`src/rtl/dbg_brk_pkg.sv`:
```
package dbg_brk_pkg;
  localparam int REG_W   = 32;
  localparam int RA_W    = 5;
  localparam int NUM_CMP = 8;
  localparam int NUM_GRP = 2;
  localparam int NUM_VAL = 4;
  localparam int CTX_N   = 4;
  localparam int CTX_W   = $clog2(CTX_N);
  localparam int RSN_W   = CTX_W + 2 * NUM_VAL + NUM_CMP;

  // configuration byte fields
  localparam int CFG_CTX_EN = 4;
  localparam int CFG_GE     = 5;
  localparam int CFG_LE     = 6;
  localparam int CFG_EN     = 7;

  // register bank in addr[4:3], index in addr[2:0]
  typedef enum logic [1:0] {
    BANK_CTRL = 2'd0,
    BANK_VAL  = 2'd1,
    BANK_MSK  = 2'd2,
    BANK_CFG  = 2'd3
  } bank_e;

  localparam logic [2:0] IDX_CMD  = 3'd0;
  localparam logic [2:0] IDX_OPT  = 3'd1;
  localparam logic [2:0] IDX_TRIG = 3'd2;
  localparam logic [2:0] IDX_STAT = 3'd3;
  localparam logic [2:0] IDX_RSN  = 3'd4;

  typedef struct packed {
    logic stop_bp;
    logic stop_brkin;
    logic bout_brkin;
    logic bout_halt;
  } opt_t;

  function automatic logic code_apply(logic cur, logic [1:0] code);
    return code[1] ? code[0] : cur;
  endfunction
endpackage

```
`src/rtl/dbg_brk_cmp.sv`:
```
module dbg_brk_cmp
  import dbg_brk_pkg::*;
#(
  parameter int DATA_W  = 32,
  parameter bit HAS_MAG = 1'b0
) (
  input  logic [DATA_W-1:0] bus_i,
  input  logic              vld_i,
  input  logic [CTX_W-1:0]  ctx_i,
  input  logic [DATA_W-1:0] value_i,
  input  logic [DATA_W-1:0] mask_i,
  input  logic [7:0]        cfg_i,
  output logic              match_o,
  output logic              le_o,
  output logic              ge_o
);
  logic en, ctx_ok, eq, hit;

  assign en     = cfg_i[CFG_EN];
  assign ctx_ok = !cfg_i[CFG_CTX_EN] || cfg_i[ctx_i];
  assign eq     = ((bus_i ^ value_i) & ~mask_i) == '0;

  if (HAS_MAG) begin : g_mag
    logic le, ge, mag_sel;
    assign le      = bus_i <= value_i;
    assign ge      = bus_i >= value_i;
    assign mag_sel = cfg_i[CFG_GE] | cfg_i[CFG_LE];
    assign hit     = mag_sel ? ((!cfg_i[CFG_GE] || ge) && (!cfg_i[CFG_LE] || le)) : eq;
    assign le_o    = en & le;
    assign ge_o    = en & ge;
  end else begin : g_eq
    assign hit  = eq;
    assign le_o = 1'b0;
    assign ge_o = 1'b0;
  end

  assign match_o = en && vld_i && ctx_ok && hit;
endmodule

```
`src/rtl/dbg_brk_trig.sv`:
```
module dbg_brk_trig
  import dbg_brk_pkg::*;
(
  input  logic [NUM_CMP-1:0]         match_i,
  input  logic [NUM_GRP*NUM_CMP-1:0] en_i,
  output logic [NUM_GRP-1:0]         fire_o,
  output logic                       bp_met_o
);
  for (genvar g = 0; g < NUM_GRP; g++) begin : g_grp
    logic [NUM_CMP-1:0] en;
    assign en        = en_i[g*NUM_CMP +: NUM_CMP];
    assign fire_o[g] = (en != '0) && ((match_i & en) == en);
  end

  assign bp_met_o = |fire_o;
endmodule

```
`src/rtl/dbg_brk_halt.sv`:
```
module dbg_brk_halt
  import dbg_brk_pkg::*;
(
  input  logic             clk_i,
  input  logic             rst_ni,
  input  logic             cmd_restart_i,
  input  logic             cmd_stop_i,
  input  logic             cmd_step_i,
  input  logic             cmd_bout_i,
  input  opt_t             opt_i,
  input  logic             bp_met_i,
  input  logic [RSN_W-1:0] cause_i,
  input  logic             break_in_i,
  input  logic             retire_i,
  output logic             halt_o,
  output logic             break_out_o,
  output logic [2:0]       flags_o,
  output logic [RSN_W-1:0] reason_o
);
  logic             halt_q, step_q, bout_q;
  logic [2:0]       flags_q;
  logic [RSN_W-1:0] reason_q;

  logic             halt_d, step_d, enter, bout_d;
  logic [2:0]       flags_d;
  logic [RSN_W-1:0] reason_d;

  always_comb begin
    halt_d   = halt_q;
    step_d   = step_q;
    flags_d  = flags_q;
    reason_d = reason_q;
    enter    = 1'b0;
    if (cmd_restart_i) begin
      halt_d   = 1'b0;
      step_d   = 1'b0;
      flags_d  = '0;
      reason_d = '0;
    end
    if (!halt_d && !step_d) begin
      if (cmd_stop_i) begin
        flags_d[0] = 1'b1;
        enter      = 1'b1;
      end
      if (break_in_i && opt_i.stop_brkin) begin
        flags_d[1] = 1'b1;
        enter      = 1'b1;
      end
      if (bp_met_i && opt_i.stop_bp) begin
        flags_d[2] = 1'b1;
        reason_d   = cause_i;
        enter      = 1'b1;
      end
      if (enter) halt_d = 1'b1;
    end else if (halt_d && cmd_step_i) begin
      halt_d = 1'b0;
      step_d = 1'b1;
    end else if (step_d && retire_i) begin
      step_d = 1'b0;
      halt_d = 1'b1;
    end
    bout_d = cmd_bout_i | (enter & opt_i.bout_halt) | (break_in_i & opt_i.bout_brkin);
  end

  always_ff @(posedge clk_i or negedge rst_ni) begin
    if (!rst_ni) begin
      halt_q   <= 1'b0;
      step_q   <= 1'b0;
      bout_q   <= 1'b0;
      flags_q  <= '0;
      reason_q <= '0;
    end else begin
      halt_q   <= halt_d;
      step_q   <= step_d;
      bout_q   <= bout_d;
      flags_q  <= flags_d;
      reason_q <= reason_d;
    end
  end

  assign halt_o      = halt_q;
  assign break_out_o = bout_q;
  assign flags_o     = flags_q;
  assign reason_o    = reason_q;

  assert_halt_on_bp_R8: assert property (@(posedge clk_i) disable iff (!rst_ni)
    (!halt_q && !step_q && bp_met_i && opt_i.stop_bp) |=> halt_q);

  assert_reason_frozen_R9: assert property (@(posedge clk_i) disable iff (!rst_ni)
    (halt_q && !cmd_restart_i) |=> ($stable(reason_q) && $stable(flags_q)));

  assert_restart_clears_R10: assert property (@(posedge clk_i) disable iff (!rst_ni)
    (cmd_restart_i && !cmd_stop_i) |=> !flags_q[0]);

  assert_step_rehalt_R11: assert property (@(posedge clk_i) disable iff (!rst_ni)
    (step_q && retire_i && !cmd_restart_i) |=> halt_q);

  assert_step_not_halted_R11: assert property (@(posedge clk_i) disable iff (!rst_ni)
    !(halt_q && step_q));
endmodule

```
`src/rtl/dbg_brk_ctrl.sv`:
```
module dbg_brk_ctrl
  import dbg_brk_pkg::*;
#(
  parameter int PC_W    = 16,
  parameter int DADDR_W = 16,
  parameter int DATA_W  = 32
) (
  input  logic               clk_i,
  input  logic               rst_ni,
  input  logic [PC_W-1:0]    pc_i,
  input  logic [DADDR_W-1:0] daddr_i,
  input  logic [DATA_W-1:0]  rdata_i,
  input  logic               rd_valid_i,
  input  logic [DATA_W-1:0]  wdata_i,
  input  logic               wr_valid_i,
  input  logic [CTX_W-1:0]   ctx_i,
  input  logic               retire_i,
  input  logic               break_in_i,
  input  logic               reg_we_i,
  input  logic [RA_W-1:0]    reg_addr_i,
  input  logic [REG_W-1:0]   reg_wdata_i,
  output logic [REG_W-1:0]   reg_rdata_o,
  output logic               halt_o,
  output logic               break_out_o
);
  localparam int TRIG_W = NUM_GRP * NUM_CMP;

  logic [DATA_W-1:0] val_q [NUM_CMP];
  logic [DATA_W-1:0] msk_q [NUM_CMP];
  logic [7:0]        cfg_q [NUM_CMP];
  logic [TRIG_W-1:0] trig_q;
  opt_t              opt_q;

  bank_e      bank;
  logic [2:0] idx;
  logic       wr_ctrl;

  assign bank    = bank_e'(reg_addr_i[4:3]);
  assign idx     = reg_addr_i[2:0];
  assign wr_ctrl = reg_we_i && (bank == BANK_CTRL);

  // comparator registers
  always_ff @(posedge clk_i or negedge rst_ni) begin
    if (!rst_ni) begin
      for (int k = 0; k < NUM_CMP; k++) begin
        val_q[k] <= '0;
        msk_q[k] <= '0;
        cfg_q[k] <= '0;
      end
    end else if (reg_we_i) begin
      case (bank)
        BANK_VAL: val_q[idx] <= reg_wdata_i[DATA_W-1:0];
        BANK_MSK: msk_q[idx] <= reg_wdata_i[DATA_W-1:0];
        BANK_CFG: cfg_q[idx] <= reg_wdata_i[7:0];
        default:  ;
      endcase
    end
  end

  // coded-field registers
  always_ff @(posedge clk_i or negedge rst_ni) begin
    if (!rst_ni) begin
      trig_q <= '0;
      opt_q  <= '0;
    end else if (wr_ctrl) begin
      if (idx == IDX_TRIG) begin
        for (int g = 0; g < NUM_GRP; g++) begin
          for (int k = 0; k < NUM_CMP; k++) begin
            trig_q[g*NUM_CMP+k] <= code_apply(trig_q[g*NUM_CMP+k], reg_wdata_i[g*16+2*k +: 2]);
          end
        end
      end
      if (idx == IDX_OPT) begin
        opt_q.bout_halt  <= code_apply(opt_q.bout_halt,  reg_wdata_i[1:0]);
        opt_q.bout_brkin <= code_apply(opt_q.bout_brkin, reg_wdata_i[3:2]);
        opt_q.stop_brkin <= code_apply(opt_q.stop_brkin, reg_wdata_i[5:4]);
        opt_q.stop_bp    <= code_apply(opt_q.stop_bp,    reg_wdata_i[7:6]);
      end
    end
  end

  logic cmd_wr;
  assign cmd_wr = wr_ctrl && (idx == IDX_CMD);

  // comparators
  logic [NUM_CMP-1:0] match, le_w, ge_w;

  for (genvar k = 0; k < NUM_CMP; k++) begin : g_cmp
    logic [DATA_W-1:0] bus;
    logic              vld;
    if (k < 2) begin : g_pc
      assign bus = DATA_W'(pc_i);
      assign vld = 1'b1;
    end else if (k < 4) begin : g_addr
      assign bus = DATA_W'(daddr_i);
      assign vld = rd_valid_i | wr_valid_i;
    end else if (k < 6) begin : g_rd
      assign bus = rdata_i;
      assign vld = rd_valid_i;
    end else begin : g_wr
      assign bus = wdata_i;
      assign vld = wr_valid_i;
    end

    dbg_brk_cmp #(
      .DATA_W (DATA_W),
      .HAS_MAG(k >= 4 ? 1'b1 : 1'b0)
    ) u_cmp (
      .bus_i  (bus),
      .vld_i  (vld),
      .ctx_i  (ctx_i),
      .value_i(val_q[k]),
      .mask_i (msk_q[k]),
      .cfg_i  (cfg_q[k]),
      .match_o(match[k]),
      .le_o   (le_w[k]),
      .ge_o   (ge_w[k])
    );
  end

  logic [2*NUM_VAL-1:0] lege;
  for (genvar j = 0; j < NUM_VAL; j++) begin : g_lege
    assign lege[2*j]   = le_w[NUM_CMP-NUM_VAL+j];
    assign lege[2*j+1] = ge_w[NUM_CMP-NUM_VAL+j];
  end

  logic [NUM_GRP-1:0] fire;
  logic               bp_met;

  dbg_brk_trig u_trig (
    .match_i (match),
    .en_i    (trig_q),
    .fire_o  (fire),
    .bp_met_o(bp_met)
  );

  logic [2:0]       flags;
  logic [RSN_W-1:0] reason;

  dbg_brk_halt u_halt (
    .clk_i        (clk_i),
    .rst_ni       (rst_ni),
    .cmd_restart_i(cmd_wr & reg_wdata_i[0]),
    .cmd_stop_i   (cmd_wr & reg_wdata_i[1]),
    .cmd_step_i   (cmd_wr & reg_wdata_i[2]),
    .cmd_bout_i   (cmd_wr & reg_wdata_i[3]),
    .opt_i        (opt_q),
    .bp_met_i     (bp_met),
    .cause_i      ({ctx_i, lege, match}),
    .break_in_i   (break_in_i),
    .retire_i     (retire_i),
    .halt_o       (halt_o),
    .break_out_o  (break_out_o),
    .flags_o      (flags),
    .reason_o     (reason)
  );

  // read port
  always_comb begin
    reg_rdata_o = '0;
    case (bank)
      BANK_CTRL: begin
        case (idx)
          IDX_OPT:  reg_rdata_o = REG_W'(opt_q);
          IDX_TRIG: reg_rdata_o = REG_W'(trig_q);
          IDX_STAT: reg_rdata_o = {16'(pc_i), 13'd0, flags};
          IDX_RSN:  reg_rdata_o = REG_W'(reason);
          default:  reg_rdata_o = '0;
        endcase
      end
      BANK_VAL: reg_rdata_o = REG_W'(val_q[idx]);
      BANK_MSK: reg_rdata_o = REG_W'(msk_q[idx]);
      BANK_CFG: reg_rdata_o = REG_W'(cfg_q[idx]);
      default:  reg_rdata_o = '0;
    endcase
  end

  assert_disabled_no_match_R2: assert property (@(posedge clk_i) disable iff (!rst_ni)
    (cfg_q[0][CFG_EN] == 1'b0) |-> !match[0]);

  assert_empty_grp_R7: assert property (@(posedge clk_i) disable iff (!rst_ni)
    (trig_q == '0) |-> !bp_met);

  assert_bout_pulse_R13: assert property (@(posedge clk_i) disable iff (!rst_ni)
    (break_out_o && !$past(cmd_wr) && !$past(break_in_i)) |-> $rose(halt_o));
endmodule

```
`config.mk`:
```
export PLATFORM = sky130hd
export DESIGN_NAME = dbg_brk_ctrl
export DESIGN_NICKNAME = d
export VERILOG_FILES = /design/src/rtl/dbg_brk_pkg.sv /design/src/rtl/dbg_brk_cmp.sv /design/src/rtl/dbg_brk_trig.sv /design/src/rtl/dbg_brk_halt.sv /design/src/rtl/dbg_brk_ctrl.sv
export SDC_FILE = /design/constraint.sdc
export NUM_CORES = 1
export LEC_CHECK = 0
export BUFFER_PORTS_ARGS = -buffer_cell sky130_fd_sc_hd__clkbuf_2
export CORE_ASPECT_RATIO = 0.9
export CORE_MARGIN = 2
export CORE_UTILIZATION = 65
export CTS_BUF_LIST = sky130_fd_sc_hd__clkbuf_8
export CTS_CLUSTER_SIZE = 28
export DETAILED_ROUTE_END_ITERATION = 12
export PLACE_DENSITY = 0.94
export SYNTH_ARGS = -nofsm -noshare
export SYNTH_HDL_FRONTEND = slang
export SYNTH_SLANG_ARGS = --single-unit
```
`constraint.sdc`:
```
create_clock -name clk_i -period 10.4 [get_ports clk_i]
set_clock_uncertainty 0.15 [all_clocks]
set_input_delay 0.52 -clock clk_i [delete_from_list [all_inputs] [get_ports clk_i]]
set_output_delay 0.52 -clock clk_i [all_outputs]
set_load 0.02 [all_outputs]
```
# ---- Word level (Yosys, flattened, before mapping)
# Index checks and enable logic that the tools add are counted.
dict set report word_totals {
  ff_bits 620
  input_bits 142
  output_inout_bits 34
}
dict set report op_classes {
  n_lt_le_gt_ge 11
  n_eq_ne 9
  mux 60
  bitwise_logic 48
  reduce_logical 106
}
# cell n
set ops {}
lappend ops {{256-bit bitwise mux} 2}
lappend ops {{32-bit bitwise AND} 8}
lappend ops {{32-bit logical NOT} 8}
lappend ops {{32-bit NOT} 8}
lappend ops {{32-bit one-hot mux with 4 select lines} 2}
lappend ops {{32-bit binary-select mux with 3-bit select} 2}
lappend ops {{32-bit 2-to-1 mux} 5}
lappend ops {{32-bit greater-or-equal comparator} 4}
lappend ops {{32-bit <= comparator} 4}
lappend ops {{16-bit by 32-bit XOR with 32-bit output} 4}
lappend ops {{32-bit XOR} 4}
lappend ops {{32-bit demux with 3-bit select} 1}
lappend ops {{64-bit bitwise mux} 1}
lappend ops {{3-bit AND reduction} 20}
lappend ops {{18-bit 2-to-1 mux} 3}
lappend ops {{1-bit logical AND} 36}
lappend ops {{1-bit 2-to-1 mux} 29}
lappend ops {{8-bit binary-select mux with 3-bit select} 1}
lappend ops {{8-bit demux with 3-bit select} 1}
lappend ops {{8-bit 2-to-1 mux} 3}
lappend ops {{1-bit logical NOT} 18}
lappend ops {{8-bit bitwise AND} 2}
lappend ops {{1-bit binary-select mux with 2-bit select} 8}
lappend ops {{8-bit == test} 2}
lappend ops {{other kinds (18)} 58}

# ---- Depth between registers and ports, before layout
dict set report depth {
  ltp_word 16
  depth_mapped 15
}

# ---- By module
# Synthesis repeated with hierarchy kept, for this count alone.
dict set report hier_totals {
  cells_unflattened 2756
  area_unflattened_um2 35216.3
}
# mod n_inst cells_each area_per_inst_um2
set modules_own_cells {}
lappend modules_own_cells {dbg_brk_ctrl 1 1792 27665.3}
lappend modules_own_cells {{dbg_brk_cmp at g_cmp[4].u_cmp ...} 4 148 1078.5}
lappend modules_own_cells {{dbg_brk_cmp at g_cmp[0].u_cmp ...} 4 65 485.5}
lappend modules_own_cells {dbg_brk_halt 1 81 1114.8}
lappend modules_own_cells {dbg_brk_trig 1 31 180.2}

# ---- Least setup slack after synthesis
# OpenSTA, ideal clock, no wires.
dict set report synth_timing {
  path_kind {input to output}
  from {in reg_addr_i[0]}
  to {out reg_rdata_o[11]}
  arrival_ps 2977
  required_ps 9730
  path_slack_ps 6753
  path_stages 8
  cell_sequence {clkbuf_1 > buf_1 > clkbuf_1 > clkbuf_1 > o21ai_0 > nand3_1 > clkbuf_1 > o21ai_0}
}
dict set report synth_via {
  elab_chain_len 5
  word_cells_on_any_way 13
  cone_classes {4 x eq/ne; 8 x mux; 1 x bitwise}
}
# element line_no
set synth_lines {}
lappend synth_lines {{start: declaration} dbg_brk_ctrl.sv:20} ;# input logic [RA_W-1:0] reg_addr_i,
lappend synth_lines {{3-bit NOT with 4-bit output (not written as such)} {dbg_brk_ctrl.sv:171, dbg_brk_ctrl.sv:172}}
lappend synth_lines {{32-bit binary-select mux with 3-bit select (on tied branches)} {dbg_brk_ctrl.sv:172, dbg_brk_ctrl.sv:171}}
lappend synth_lines {{32-bit 2-to-1 mux (on tied branches) (2 in a row)} {dbg_brk_ctrl.sv:172, dbg_brk_ctrl.sv:171}}
lappend synth_lines {{32-bit one-hot mux with 4 select lines (*)} dbg_brk_ctrl.sv:161} ;# case (bank)
lappend synth_lines {{end: declaration} dbg_brk_ctrl.sv:22} ;# output logic [REG_W-1:0] reg_rdata_o,
# Every way passes the cells marked *; elsewhere a longest branch is shown, timed or not. The select of a mux whose other input is x is not followed.

# ---- Final worst setup path
dict set report layout_timing {
  from {in reg_addr_i[0]}
  to {out reg_rdata_o[21]}
}
# Same word-level chain as after synthesis.

==> results by group <==
Outcome
  – Outcome: complete, no violations

Worst setup path
  – Crit path kind: primary input to output pin
  – Crit-path most repeated cell: nand2_1
  – CP max stage cell: nor3_2
  – Setup crit start kind: primary input
  – Crit-path cells: clkbuf_8 -> buf_4 -> nand2_1 -> nor3_2 -> nand2_1 -> o21ai_0 -> clkbuf_2
  – Setup crit end kind: output pin
  – Critical path arrival: 4030 ps
  – WP data required: 9730 ps
  – CP peak stage delay: 1000 ps
  – Flop-to-flop setup slack: 5970 ps
  – Top delay family on crit path: buffers and inverters
  – Critical-path maximum fanout: 58
  – Bufs and invs on worst path: 3

Synth
  – Synth area leaders: dfrtp_1 46%, mux2_2 15%, mux4_2 11%
  – Synth cell types: 66
  – Cells after synthesis: 2,841
  – Most used DFF post-synth: dfrtp_1
  – Top-count cell post-synth: dfrtp_1
  – Yosys warning total: 0
  – Post-synth ARST share: 100.0%
  – Mapped Nets: 3,111
  – Synthesized cell area: 0.03362 mm^2
  – Sequential-to-total area share from yosys stat: 46.14%
  – EDFF count, synth: 0
  – Top-area cell type share of the netlist area: 46.14%
  – Average footprint of a synthesized cell: 11.83 um^2
  – Synth cell count leaders: 620 x dfrtp_1, 439 x mux2_2, 266 x nand2_1
  – Synth Register Bits: 620
  – Dominant cell type by area after synthesis: dfrtp_1

Global route
  – Number of global-route vias before repair: 27.06k
  – GRT Util Overall: 49.21%
  – Gr ovfl total: 0
  – Met1 GRT Util: 62.64%
  – Global route hottest layer: met2
  – First-pass GRT wire length: 187,300 um
  – GRT met2 Usage: 72.67%
  – Routing usage on met3: 17.20%
  – Antenna violations before repair: 13
  – Largest net degree at the start of global routing: 185

Routing
  – DRT Pass-1 Iters: 8
  – Detailed router's first-iteration violation count: 4,304
  – Post-DRT Antenna Nets: 0
  – Via total after detailed routing: 27.26k
  – WL/cell: 34.65 um
  – Total wire length: 129,700 um
  – Vias per inst: 7.282
  – DRC viols: 0

Die
  – Total I/O pin count: 176
  – CORE AREA: 0.05140 mm^2
  – Starting Density: 65.41%
  – DIE WIDTH: 243.7 um
  – Die Area: 0.05356 mm^2
  – Die Y: 219.8 um
  – Row Count: 79

STA
  – RSZ-0062 raised after global routing: false
  – Slew Viols, Final: 0
  – Fin. Hold Viols: 0
  – Final period util: 45.21%
  – Fin Hold WS: 87.65 ps
  – FMAX: 212.7 MHz
  – Worst Tran Pin Value: 1288 ps
  – Min cycle time layout: 4702 ps
  – Rel. slew slack: 12.92%
  – Setup_tns: 0 ps
  – Final setup violation count: 0

CTS
  – Clock buffer count from CTS: 98
  – CTS clock-pin slew for the worst setup and hold paths: 60 ps
  – CTS tree: yes
  – Root Buffer: clkbuf_8
  – CTS H-tree depth: 3
  – CTS max path bufs: 3
  – Clock Latency Late Sink: 770 ps
  – # Post-CTS Setup Buffers: 0
  – Clock sinks: 620

Cells and area
  – Fillers: 3,353
  – Nets: 3,243
  – Layout cells sized above 1: 32.34%
  – Area growth syn-to-layout: 10.60%

Min path
  – Path type of the worst min-delay path: primary input to flip-flop

Power
  – Overall Power: 7.846 mW
  – Leakage power: 16.84 nW
  – Pwr dens: 211.0 mW/mm^2
  – Max VDD drop: 0.1559 mV

Place
  – RD Place Congestion: 1.122
  – DPL Wire Length: 93,200 um
  – Input/output buffers: 175

Job
  – Total of max-cap violations: 0
layer usage:
layer  routed length (um)  up-vias
met4                10300       12
met3                18260      571
li1                     -    10710
met2                55920     2289
met5                   71        -
met1                45140    13670
worst register-to-register path: stages (launching register included):
cell and delay (ps):
dfrtp_1 350, inv_1 70, ha_1 320, a21o_1 170
a21o_1 160, a21oi_1 160, nor2_1 80, a211oi_1 250
nor2_1 70, nor4_1 960, and4_1 400, nor4_4 90
a21oi_2 510, buf_4 340, mux2i_1 250
final timing paths:
| check | startpoint | endpoint | cells after the start |
|---|---|---|---|
| setup / recovery | reg_addr_i[0] | reg_rdata_o[21] | 7 |
| hold / removal | ctx_i[1] | u_halt.reason_o[17] | 3 |
| setup reg to reg | val_q[21] | u_halt.reason_o[13] | 14 |
| hold reg to reg | u_halt.flags_o[2] | u_halt.flags_o[2] | 2 |
| max in group asynchronous | rst_ni | msk_q[91] | 3 |
| min in group asynchronous | rst_ni | val_q[119] | 2 |
final cells by class:
type	count	area (um^2)	area share, %
timing repair buffer	206	1181	3.176
multi-input combinational	1852	16800	45.18
tap	688	860.8	2.315
clock buffer	128	1762	4.737
inverter	195	732.0	1.968
antenna	3	7.507	0.02019
sequential	620	15510	41.72
clock inverter	51	329.1	0.8849
registers in the layout, indices dropped and copies added, names as in the netlist:
register and flops:
u_halt.halt_o 1, trig_q 16, val_q 256, msk_q 256
u_halt.flags_o 3, u_halt.reason_o 18, cfg_q 64, opt_q 4
u_halt.step_q 1, u_halt.break_out_o 1
metrics by stage:
step | cells | utilization [%] | setup WS, ps | instance area [um^2]
5_1_grt | 3740 | 72.33 | 5641 | 37180
4_1_cts | 3740 | 72.32 | 5868 | 37170
2_1_floorplan | 2841 | - | 6753 | 33620
3_3_place_gp | 3558 | 68.20 | 5922 | 35050
3_5_place_dp | 3558 | 68.20 | 5872 | 35050
6_report | 3743 | 72.35 | 5698 | 37190
kinds of logic after synthesis:
group           after synthesis  share of synthesized area, %
compound gates              524                         9.463
xor+xnor                     64                         1.667
simple gates                487                         6.832
flops                       620                         46.14
mux                         649                         26.91
fa+ha+maj                   128                         4.763
buf+inv                     369                         4.220
power breakdown:
part           total [mW]  internal, mW  leakage (nW)  switching [mW]
clock                2.23          1.16          1.19            1.06
combinational        2.22         0.944          7.93            1.27
sequential           3.40          2.91          7.72           0.498
total                7.85          5.01          16.8            2.83
placed cells by master (no fill, tap or decap), drive strengths merged, types with 14 or more instances in the layout:
master and count:
xnor2 52, mux4 160, nand3 20, o21ai 214, nand4 38, nand2 266
a22oi 24, nor2 40, nor2b 17, nand2b 35, o2111ai 14, inv 225
mux2i 50, nor4 35, a21oi 83, clkbuf 302, mux2 439, clkinv 18
a21o 21, dfrtp 620, buf 29, o22ai 99, ha 128
timing repair:
| item | CTS | global route |
|---|---|---|
| hold endpoints to repair | 118 | 0 |
| resized for setup | 0 | 0 |
| hold buffers | 3 | 0 |
Note: power is estimated with default switching activity, not from simulation.
